--- src/rtl/skey_pfx_pkg.sv ---
package skey_pfx_pkg;

    // Bits of the window that is exchanged with the prefix area (8 KB)
    localparam int unsigned SWAP_BITS  = 13;
    // Bits of one storage frame (4 KB)
    localparam int unsigned FRAME_BITS = 12;

    typedef struct packed {
        logic ref_bit;
        logic chg_bit;
    } skey_t;

endpackage

--- src/rtl/pfx_reg.sv ---
module pfx_reg
    import skey_pfx_pkg::*;
#(
    parameter int unsigned AW = 32
) (
    input  logic          clk,
    input  logic          rst_n,
    input  logic          we,
    input  logic [AW-1:0] wdata,
    output logic [AW-1:0] prefix
);

    localparam logic [AW-1:0] ALIGN_MASK = ~((AW'(1) << SWAP_BITS) - AW'(1));

    logic [AW-1:0] prefix_d, prefix_q;

    always_comb begin
        prefix_d = prefix_q;
        if (we) begin
            prefix_d = wdata & ALIGN_MASK;
        end
    end

    always_ff @(posedge clk or negedge rst_n) begin
        if (!rst_n) prefix_q <= '0;
        else        prefix_q <= prefix_d;
    end

    assign prefix = prefix_q;

endmodule

--- src/rtl/pfx_addr_map.sv ---
module pfx_addr_map
    import skey_pfx_pkg::*;
#(
    parameter int unsigned AW = 32
) (
    input  logic [AW-1:0] real_addr,
    input  logic [AW-1:0] prefix,
    output logic [AW-1:0] abs_addr
);

    localparam int unsigned HI_W = AW - SWAP_BITS;

    logic [HI_W-1:0] real_hi, pfx_hi;
    logic            in_low_win, in_pfx_win;

    always_comb begin
        real_hi    = real_addr[AW-1:SWAP_BITS];
        pfx_hi     = prefix[AW-1:SWAP_BITS];
        in_low_win = (real_hi == '0);
        in_pfx_win = (real_hi == pfx_hi);
        // low window takes priority, so a zero prefix maps to identity
        if (in_low_win)      abs_addr = real_addr + prefix;
        else if (in_pfx_win) abs_addr = real_addr - prefix;
        else                 abs_addr = real_addr;
    end

endmodule

--- src/rtl/skey_array.sv ---
module skey_array
    import skey_pfx_pkg::*;
#(
    parameter int unsigned AW     = 32,
    parameter int unsigned FRAMES = 64
) (
    input  logic                      clk,
    input  logic                      rst_n,
    input  logic                      acc_valid,
    input  logic [AW-1:0]             abs_addr,
    input  logic [AW-1:0]             mem_limit,
    input  logic                      acc_rd,
    input  logic                      acc_wr,
    input  logic [$clog2(FRAMES)-1:0] rd_idx,
    output logic                      upd_valid,
    output logic [$clog2(FRAMES)-1:0] upd_frame,
    output logic                      upd_ref,
    output logic                      upd_chg,
    output logic                      rd_ref,
    output logic                      rd_chg
);

    localparam int unsigned IDX_W = $clog2(FRAMES);
    localparam int unsigned FN_W  = AW - FRAME_BITS;

    typedef struct packed {
        skey_t [FRAMES-1:0] keys;
        logic               upd_valid;
        logic [IDX_W-1:0]   upd_frame;
        logic               upd_ref;
        logic               upd_chg;
    } state_t;

    state_t          st_d, st_q;
    logic [FN_W-1:0] frame_full;
    logic [IDX_W-1:0] frame_idx;
    logic            in_storage, in_array, do_mark;

    always_comb begin
        frame_full = abs_addr[AW-1:FRAME_BITS];
        frame_idx  = frame_full[IDX_W-1:0];
        in_storage = (abs_addr <= mem_limit);
        in_array   = (frame_full < FN_W'(FRAMES));
        do_mark    = acc_valid && in_storage && in_array && (acc_rd || acc_wr);

        st_d           = st_q;
        st_d.upd_valid = 1'b0;
        st_d.upd_frame = '0;
        st_d.upd_ref   = 1'b0;
        st_d.upd_chg   = 1'b0;
        if (do_mark) begin
            st_d.keys[frame_idx].ref_bit = st_q.keys[frame_idx].ref_bit | acc_rd;
            st_d.keys[frame_idx].chg_bit = st_q.keys[frame_idx].chg_bit | acc_wr;
            st_d.upd_valid = 1'b1;
            st_d.upd_frame = frame_idx;
            st_d.upd_ref   = acc_rd;
            st_d.upd_chg   = acc_wr;
        end
    end

    always_ff @(posedge clk or negedge rst_n) begin
        if (!rst_n) st_q <= '0;
        else        st_q <= st_d;
    end

    assign upd_valid = st_q.upd_valid;
    assign upd_frame = st_q.upd_frame;
    assign upd_ref   = st_q.upd_ref;
    assign upd_chg   = st_q.upd_chg;
    assign rd_ref    = st_q.keys[rd_idx].ref_bit;
    assign rd_chg    = st_q.keys[rd_idx].chg_bit;


    chg_recorded_chk: assert property (@(posedge clk) disable iff (!rst_n)
        (st_q.upd_valid && st_q.upd_chg) |-> st_q.keys[st_q.upd_frame].chg_bit);


    ref_recorded_chk: assert property (@(posedge clk) disable iff (!rst_n)
        (st_q.upd_valid && st_q.upd_ref) |-> st_q.keys[st_q.upd_frame].ref_bit);

    generate
        for (genvar g = 0; g < FRAMES; g++) begin : g_sticky

            ref_sticky_chk: assert property (@(posedge clk) disable iff (!rst_n)
                st_q.keys[g].ref_bit |=> st_q.keys[g].ref_bit);

            chg_sticky_chk: assert property (@(posedge clk) disable iff (!rst_n)
                st_q.keys[g].chg_bit |=> st_q.keys[g].chg_bit);
        end
    endgenerate

endmodule

--- src/rtl/skey_pfx_unit.sv ---
module skey_pfx_unit
    import skey_pfx_pkg::*;
#(
    parameter int unsigned AW     = 32,
    parameter int unsigned FRAMES = 64
) (
    input  logic                      clk,
    input  logic                      rst_n,
    input  logic                      pfx_we,
    input  logic [AW-1:0]             pfx_wdata,
    input  logic                      acc_valid,
    input  logic [AW-1:0]             acc_real_addr,
    input  logic                      acc_rd,
    input  logic                      acc_wr,
    input  logic [AW-1:0]             mem_limit,
    input  logic [$clog2(FRAMES)-1:0] key_rd_idx,
    output logic [AW-1:0]             abs_addr,
    output logic                      upd_valid,
    output logic [$clog2(FRAMES)-1:0] upd_frame,
    output logic                      upd_ref,
    output logic                      upd_chg,
    output logic                      key_rd_ref,
    output logic                      key_rd_chg
);

    logic [AW-1:0] prefix_q;

    pfx_reg #(.AW(AW)) i_pfx_reg (
        .clk    (clk),
        .rst_n  (rst_n),
        .we     (pfx_we),
        .wdata  (pfx_wdata),
        .prefix (prefix_q)
    );

    pfx_addr_map #(.AW(AW)) i_pfx_addr_map (
        .real_addr (acc_real_addr),
        .prefix    (prefix_q),
        .abs_addr  (abs_addr)
    );

    skey_array #(.AW(AW), .FRAMES(FRAMES)) i_skey_array (
        .clk       (clk),
        .rst_n     (rst_n),
        .acc_valid (acc_valid),
        .abs_addr  (abs_addr),
        .mem_limit (mem_limit),
        .acc_rd    (acc_rd),
        .acc_wr    (acc_wr),
        .rd_idx    (key_rd_idx),
        .upd_valid (upd_valid),
        .upd_frame (upd_frame),
        .upd_ref   (upd_ref),
        .upd_chg   (upd_chg),
        .rd_ref    (key_rd_ref),
        .rd_chg    (key_rd_chg)
    );


    offset_kept_chk: assert property (@(posedge clk) disable iff (!rst_n)
        abs_addr[SWAP_BITS-1:0] == acc_real_addr[SWAP_BITS-1:0]);


    low_window_chk: assert property (@(posedge clk) disable iff (!rst_n)
        (acc_real_addr[AW-1:SWAP_BITS] == '0) |->
        (abs_addr[AW-1:SWAP_BITS] == prefix_q[AW-1:SWAP_BITS]));


    pfx_window_chk: assert property (@(posedge clk) disable iff (!rst_n)
        ((acc_real_addr[AW-1:SWAP_BITS] != '0) &&
         (acc_real_addr[AW-1:SWAP_BITS] == prefix_q[AW-1:SWAP_BITS])) |->
        (abs_addr[AW-1:SWAP_BITS] == '0));


    pfx_aligned_chk: assert property (@(posedge clk) disable iff (!rst_n)
        pfx_we |=> (prefix_q[SWAP_BITS-1:0] == '0) &&
                   (prefix_q[AW-1:SWAP_BITS] == $past(pfx_wdata[AW-1:SWAP_BITS])));


    beyond_limit_chk: assert property (@(posedge clk) disable iff (!rst_n)
        (acc_valid && (abs_addr > mem_limit)) |=> !upd_valid);


    no_flag_no_mark_chk: assert property (@(posedge clk) disable iff (!rst_n)
        (!acc_rd && !acc_wr) |=> !upd_valid);

endmodule

--- config.mk ---
export PLATFORM = sky130hd
export DESIGN_NAME = skey_pfx_unit
export DESIGN_NICKNAME = d
export VERILOG_FILES = /design/src/rtl/skey_pfx_pkg.sv /design/src/rtl/pfx_reg.sv /design/src/rtl/pfx_addr_map.sv /design/src/rtl/skey_array.sv /design/src/rtl/skey_pfx_unit.sv
export SDC_FILE = /design/constraint.sdc
export NUM_CORES = 1
export LEC_CHECK = 0
export ABC_AREA = 1
export BUFFER_PORTS_ARGS = -buffer_cell sky130_fd_sc_hd__buf_2
export CAP_MARGIN = 20
export CORE_MARGIN = 2
export CORE_UTILIZATION = 55
export CTS_CLUSTER_SIZE = 14
export DETAILED_ROUTE_END_ITERATION = 10
export PLACE_DENSITY_LB_ADDON = 0.12
export SLEW_MARGIN = 40
export SYNTH_ARGS = -nofsm -noshare
export SYNTH_HDL_FRONTEND = slang
export SYNTH_SLANG_ARGS = --single-unit
--- constraint.sdc ---
create_clock -name clk -period 7.97 [get_ports clk]
set_clock_uncertainty 0.2 [all_clocks]
set_input_delay 0.3985 -clock clk [delete_from_list [all_inputs] [get_ports clk]]
set_output_delay 0.3985 -clock clk [all_outputs]
set_load 0.05 [all_outputs]
Word-level counts from Yosys, hierarchy flattened
Index checks and enable logic that the tools add are counted.
- bits in registers: 156
- bits in latches: 0
- RAM bits: 0
- bits in read-only memories: 0
- input port bits: 108
- output and inout bits: 43
- word-level logic and storage cells: 162
- memories kept: 0
- add/subtract/negate cells: 2
- multiply operators: 0
- divide/modulo/power cells: 0
- $lt $le $gt $ge: 5
- equality and inequality tests: 1
- shift operators: 0
- muxes and demuxes: 13
- bitwise gates (word level): 2
- reductions and logical operators: 6
- operators with widths (operator ; count):
    bitwise mux 128 bit ; 2
    2-to-1 mux 32 bit ; 2
    adder 32 bit ; 1
    <= comparator 32 bit ; 1
    subtractor 32 bit ; 1
    binary-select mux 2 bit (select 6 bit) ; 2
    demux 2 bit (select 6 bit) ; 2
    less-than comparator 20 x 7 -> 1 bit, second input constant ; 1
    equality test 19 bit ; 1
    zero test 19 bit ; 1
    less-than comparator 6 x 7 -> 1 bit, second input constant ; 2
    2-to-1 mux 9 bit ; 1
    greater-or-equal comparator 6 x 1 -> 1 bit, second input constant ; 1
    2-to-1 mux 2 bit ; 3
    logical AND 1 bit ; 4
    OR 1 bit ; 2
    logical OR 1 bit ; 1
    2-to-1 mux 1 bit ; 1

Depth between registers and ports, before layout
- word-level depth: 9
- mapped depth: 34
- gate-level depth less buffers: 32

By module
From an unflattened synthesis, not the netlist that was laid out.
- cell total of the unflattened synthesis: 2731
- area, all modules: 16076.7 um2
- modules (own cells, without submodules) (module ; times used ; cells an instance ; area each (um2) ; sequential area each (um2)):
    skey_array ; 1 ; 1508 ; 9846.9 ; 3428.3
    pfx_addr_map ; 1 ; 1129 ; 5390.2 ; 0.0
    pfx_reg ; 1 ; 94 ; 839.6 ; 475.5

Least setup slack after synthesis
OpenSTA, ideal clock, no wires.
- path kind: in2reg
- start: input acc_real_addr[21]
- end: register i_skey_array.st_q[135] (netlist name)
- data arrival time: 4.261 ns
- required time: 7.652 ns
- slack: 3.392 ns
- stages on the path: 28
- cells stage by stage: ha_1 -> buf_4 -> nand2_1 -> inv_2 -> nand2_2 -> nor2_2 -> nand3_2 -> buf_6 -> nor2_4 -> buf_6 -> o21ai_0 -> nor2b_1 -> ha_1 -> a21oi_1 -> o21ai_0 -> a21oi_1 -> nand2_1 -> nand2_1 -> nand2_1 -> nand2_1 -> nand2_1 -> nor2_1 -> nand4_2 -> nor2_4 -> buf_2 -> nand3_1 -> nand2_1 -> nand2_1
- cells in the longest elaborated chain, start to end: 8
- elaborated cells on any way between the ends: 22
- RTL lines (item ; line ; source):
    start: declaration ; skey_pfx_unit.sv:12 ; input logic [AW-1:0] acc_real_addr,
    equality test 19 bit ; pfx_addr_map.sv:20 ; in_pfx_win = (real_hi == pfx_hi);
    2-to-1 mux 32 bit ; pfx_addr_map.sv:23 ; else if (in_pfx_win) abs_addr = real_addr - prefix;
    2-to-1 mux 32 bit * ; pfx_addr_map.sv:22 ; if (in_low_win) abs_addr = real_addr + prefix;
    via abs_addr[15] ; skey_pfx_unit.sv:17 ; output logic [AW-1:0] abs_addr,
    less-than comparator 6 x 7 -> 1 bit (not written as such) or greater-or-equal comparator 6 x 1 -> 1 bit (tied branches) ; skey_array.sv:53 ; st_d.keys[frame_idx].chg_bit = st_q.keys[frame_idx].chg_bit | acc_wr;
    logical AND 1 bit (not written as such) ; skey_array.sv:53 ;
    2-to-1 mux 1 bit (not written as such) ; skey_array.sv:53 ;
    demux 2 bit (select 6 bit) ; n/a ;
    bitwise mux 128 bit ; skey_array.sv:53 ;
    end signal: assignment ; skey_array.sv:63 ; else st_q <= st_d;
    end: declaration ; skey_array.sv:34 ; state_t st_d, st_q;
The timed path passes the listed nets; every way through them passes the cells marked *. The select of a mux whose other input is x is not followed.
A chain may end at the register's enable or synchronous reset.

Final worst setup path
- start: register i_pfx_reg.prefix_q[23], in the netlist i_pfx_reg.prefix[23]
- end: register i_skey_array.st_q[115] (netlist name)
- cells in the longest elaborated chain, start to end: 8
- elaborated cells on any way between the ends: 21
- RTL lines (item ; line ; source):
    start: declaration ; pfx_reg.sv:15 ; logic [AW-1:0] prefix_d, prefix_q;
    start signal: assignment ; pfx_reg.sv:26 ; else prefix_q <= prefix_d;
    branches (longest 2 deep; another with subtractor 32 bit) ; n/a ;
    2-to-1 mux 32 bit * ; pfx_addr_map.sv:22 ;
    less-than comparator 6 x 7 -> 1 bit (not written as such) or greater-or-equal comparator 6 x 1 -> 1 bit (tied branches) ; skey_array.sv:53 ;
    logical AND 1 bit (not written as such) ; skey_array.sv:53 ;
    2-to-1 mux 1 bit (not written as such) ; skey_array.sv:53 ;
    demux 2 bit (select 6 bit) ; n/a ;
    bitwise mux 128 bit ; skey_array.sv:53 ;
Mark *: on every way between the ends. The select of a mux whose other input is x is not followed.

==> flow_summary.toml <==
[pwr]
p_seq_share_pct = 36.4
vdd_drop_max_mv = 0.1242
clockPowerShare_pct = 39.7
internal_power_w = 0.001407
p_comb_share_pct = 23.8
switching_power_w = 0.0008017
swShare_pct = 36.30
leakage_nw = 7.963
cellPowerDensity_nw_per_um2 = 151.5

[floorplanning]
die_w_um = 159.3
io_pins = 151
initial_utilization_pct = 56.31
die_y_um = 159.3
core_area_sq_um = 23540
die_area_sq_um = 25360
rows = 56

[clocking]
post_cts_buffers = 0
ctsResizeCount = 0
cts_buffers = 17
clk_path_buf_depth = 2
cts_tree = "yes"
clockRootBuffer = "clkbuf_16"
clk_pin_slew_worst_paths_ps = 70
clock_sinks = 156
ctsHtreeMaxLevel = 4
clk_latency_ps = 450

[cells_and_area]
utilization_pct = 61.90
fin_nets = 2378
fin_area_sq_um = 14570
layout-drive-gt1-share_pct = 9.580
diodes = 0
layout.cells.non_filler = 2532
area_growth_pct = 9.928
fillers = 2328

[drt]
drt_iter0_drc = 1854
wl_um = 45280
ant_nets = 0
dr.pass1.iters = 7
wire_per_inst_um = 17.88
via_per_inst = 5.786
num_vias = 14650
drc = 0

[logic_synthesis]
synth_nets = 2309
ys_ff_latch = 156
yosysMostFrequentCell = "nand2_1"
yosysUniqueCellTypes = 44
synth_area_leaders = "dfrtp_1 (29%), nand2_1 (22%), nand3_1 (10%)"
synthArstFlopShare_pct = 100.0
yosysWarningCount = 0
synth_top_area_share_pct = 29.45
ys_seq_area_share_pct = 29.45
yosysTopAreaCell = "dfrtp_1"
avgSynthCellArea_sq_um = 6.221
synth-edff-count = 0
syn_inst = 2131
synthTopCellsByCount = "nand2_1 (773), nand3_1 (275), nor2_1 (236), inv_1 (185), dfrtp_1 (156)"
syn-cell-area_sq_um = 13260
ys.flop_type = "dfrtp_1"

[placement]
dpl.hpwl_um = 30620
placed_area_sq_um = 13790
port_buffers = 137
dp.cells = 2483
place.gp.congestion = 0.9557

[timing]
drv_slew = 0
fin_tns_setup_ps = 0
fmax_mhz = 173.8
hold_viol = 0
setup_violations = 0
rsz0062_at_grt = "no"
min_period_over_period_pct = 72.20
worst-slew-pin-transition_ps = 872.3
period_needed_ps = 5754
relSlewSlack_pct = 41.84

[global_routing]
grt_pass1_vias = 13580
grt-ovfl-total = 0
grt_use_total_pct = 35.47
grt_max_degree = 88
grt_first_pass_wirelength_um = 72060
antenna_found_initial = 1

[flow_run]
maxCapViolCount = 0

[setup_path]
worstSetupEndpointType = "flop"
worstPathRequired_ps = 8110
cp.arrival_ps = 5900
crit_type = "reg2reg"
cpMaxStageDelayCell = "nor2b_1"
worst_path_most_repeated_cell = "nand2_1"
max_stage_delay_ps = 570
critPathBufInv = 5
crit_fanout = 19
setup.worst_path.start_class = "flop"
cpLargestDelayFamily = "simple AND/OR/NAND/NOR gates"

[outcome]
run_status = "completed"

[worst_hold_path]
holdCritPathClass = "in2reg"
-- worst register-to-register path: cells and delay by family, from the launching register on --
family | cells | cell delay (ps)
AO/OA/AOI/OAI | 4 | 610
adder cells (fa/ha/maj) | 2 | 890
buffers and inverters | 5 | 810
flip-flops | 1 | 350
AND/OR/NAND/NOR | 17 | 2790
-- routing by layer --
| metal | vias to the layer above | global-route usage [%] | share of wire, % |
|---|---|---|---|
| met5 | - | 0 | 0 |
| met4 | 0 | 11.24 | 2.5 |
| met3 | 110 | 8.388 | 12 |
| met2 | 873 | 52.85 | 43 |
| met1 | 6680 | 50.94 | 43 |
| li1 | 6987 | - | - |
-- what timing repair did --
action,in CTS,in global routing
hold buffers,17,0
endpoints found under the setup margin,0,0
hold endpoints to repair,102,0
-- layout make-up --
class / count / area [sq um] / share of cell area [%]
Sequential cell: 156 / 3904 / 26.79
Clock inverter: 14 / 170.2 / 1.168
Tap cell: 319 / 399.1 / 2.739
Inverter: 193 / 724.4 / 4.971
Multi-Input combinational cell: 1660 / 7903 / 54.22
Timing Repair Buffer: 172 / 1035 / 7.100
Clock buffer: 18 / 439.2 / 3.013
-- flip-flops by register name (all words and copies together), names as in the netlist --
signal,count
i_skey_array.upd_valid,1
i_skey_array.st_q,128
i_pfx_reg.prefix,19
i_skey_array.upd_ref,1
i_skey_array.upd_chg,1
i_skey_array.upd_frame,6
-- power groups by stage --
| stage | Combinational, W | Sequential [W] | Clock (W) |
|---|---|---|---|
| 6_report | 0.000526 | 0.000805 | 0.000878 |
| 3_5_place_dp | 0.000503 | 0.000821 | 0 |
| 3_3_place_gp | 0.000499 | 0.000820 | 0 |
| 5_1_grt | 0.000577 | 0.000806 | 0.000908 |
| 2_1_floorplan | 0.000343 | 0.000819 | 0 |
| 4_1_cts | 0.000512 | 0.000805 | 0.000875 |
-- final timing paths --
check	start	depth (start not counted)	slack [ps]	endpoint
max	i_pfx_reg.prefix[23]	28	2220	i_skey_array.st_q[115]
min	pfx_wdata[18]	3	10	i_pfx_reg.prefix[18]
max reg2reg	i_pfx_reg.prefix[23]	28	2220	i_skey_array.st_q[115]
min reg2reg	i_skey_array.st_q[77]	2	290	i_skey_array.st_q[77]
max in group asynchronous	rst_n	3	6060	i_skey_array.st_q[43]
min in group asynchronous	rst_n	2	360	i_skey_array.st_q[67]
-- logic make-up after synthesis --
kind of cell | synth area share [%]
adder cells (fa/ha/maj) | 6.720
multiplexers | 1.444
flip-flops | 29.45
buffers and inverters | 10.95
AO/OA/AOI/OAI | 10.08
XOR/XNOR | 0.06607
AND/OR/NAND/NOR | 41.30
-- placed cells by master (no fill, tap or decap), drive strengths merged, types with 2 or more instances in the layout --
cell type | synthesis | layout
a21oi | 51 | 51
nor3 | 13 | 13
dfrtp | 156 | 156
dlygate4sd3 | 0 | 17
fa | 2 | 2
a21o | 4 | 4
a211oi | 7 | 7
o311ai | 3 | 3
nor2 | 241 | 241
o21a | 4 | 4
clkbuf | 42 | 19
clkinv | 0 | 4
o22ai | 25 | 25
o21bai | 7 | 7
ha | 68 | 68
nand4 | 13 | 13
mux2i | 18 | 18
buf | 80 | 154
nand3b | 4 | 4
or2 | 2 | 2
nand2 | 777 | 777
o21ai | 127 | 127
inv | 193 | 201
o32ai | 2 | 2
nand3 | 277 | 277
o211ai | 3 | 3
o221ai | 5 | 5
-- metrics by stage --
| step | worst slack [ps] | power, W | hold WS [ps] |
|---|---|---|---|
| 6_report | 2216 | 0.002208 | 12.83 |
| 2_1_floorplan | 3392 | 0.001163 | -97.09 |
| 5_1_grt | 1788 | 0.002291 | 7.359 |
| 3_5_place_dp | 2175 | 0.001324 | 275.4 |
| 4_1_cts | 2288 | 0.002192 | 3.902 |
| 3_3_place_gp | 1970 | 0.001319 | 266.9 |
No activity file was read; power rests on OpenSTA's default activity.
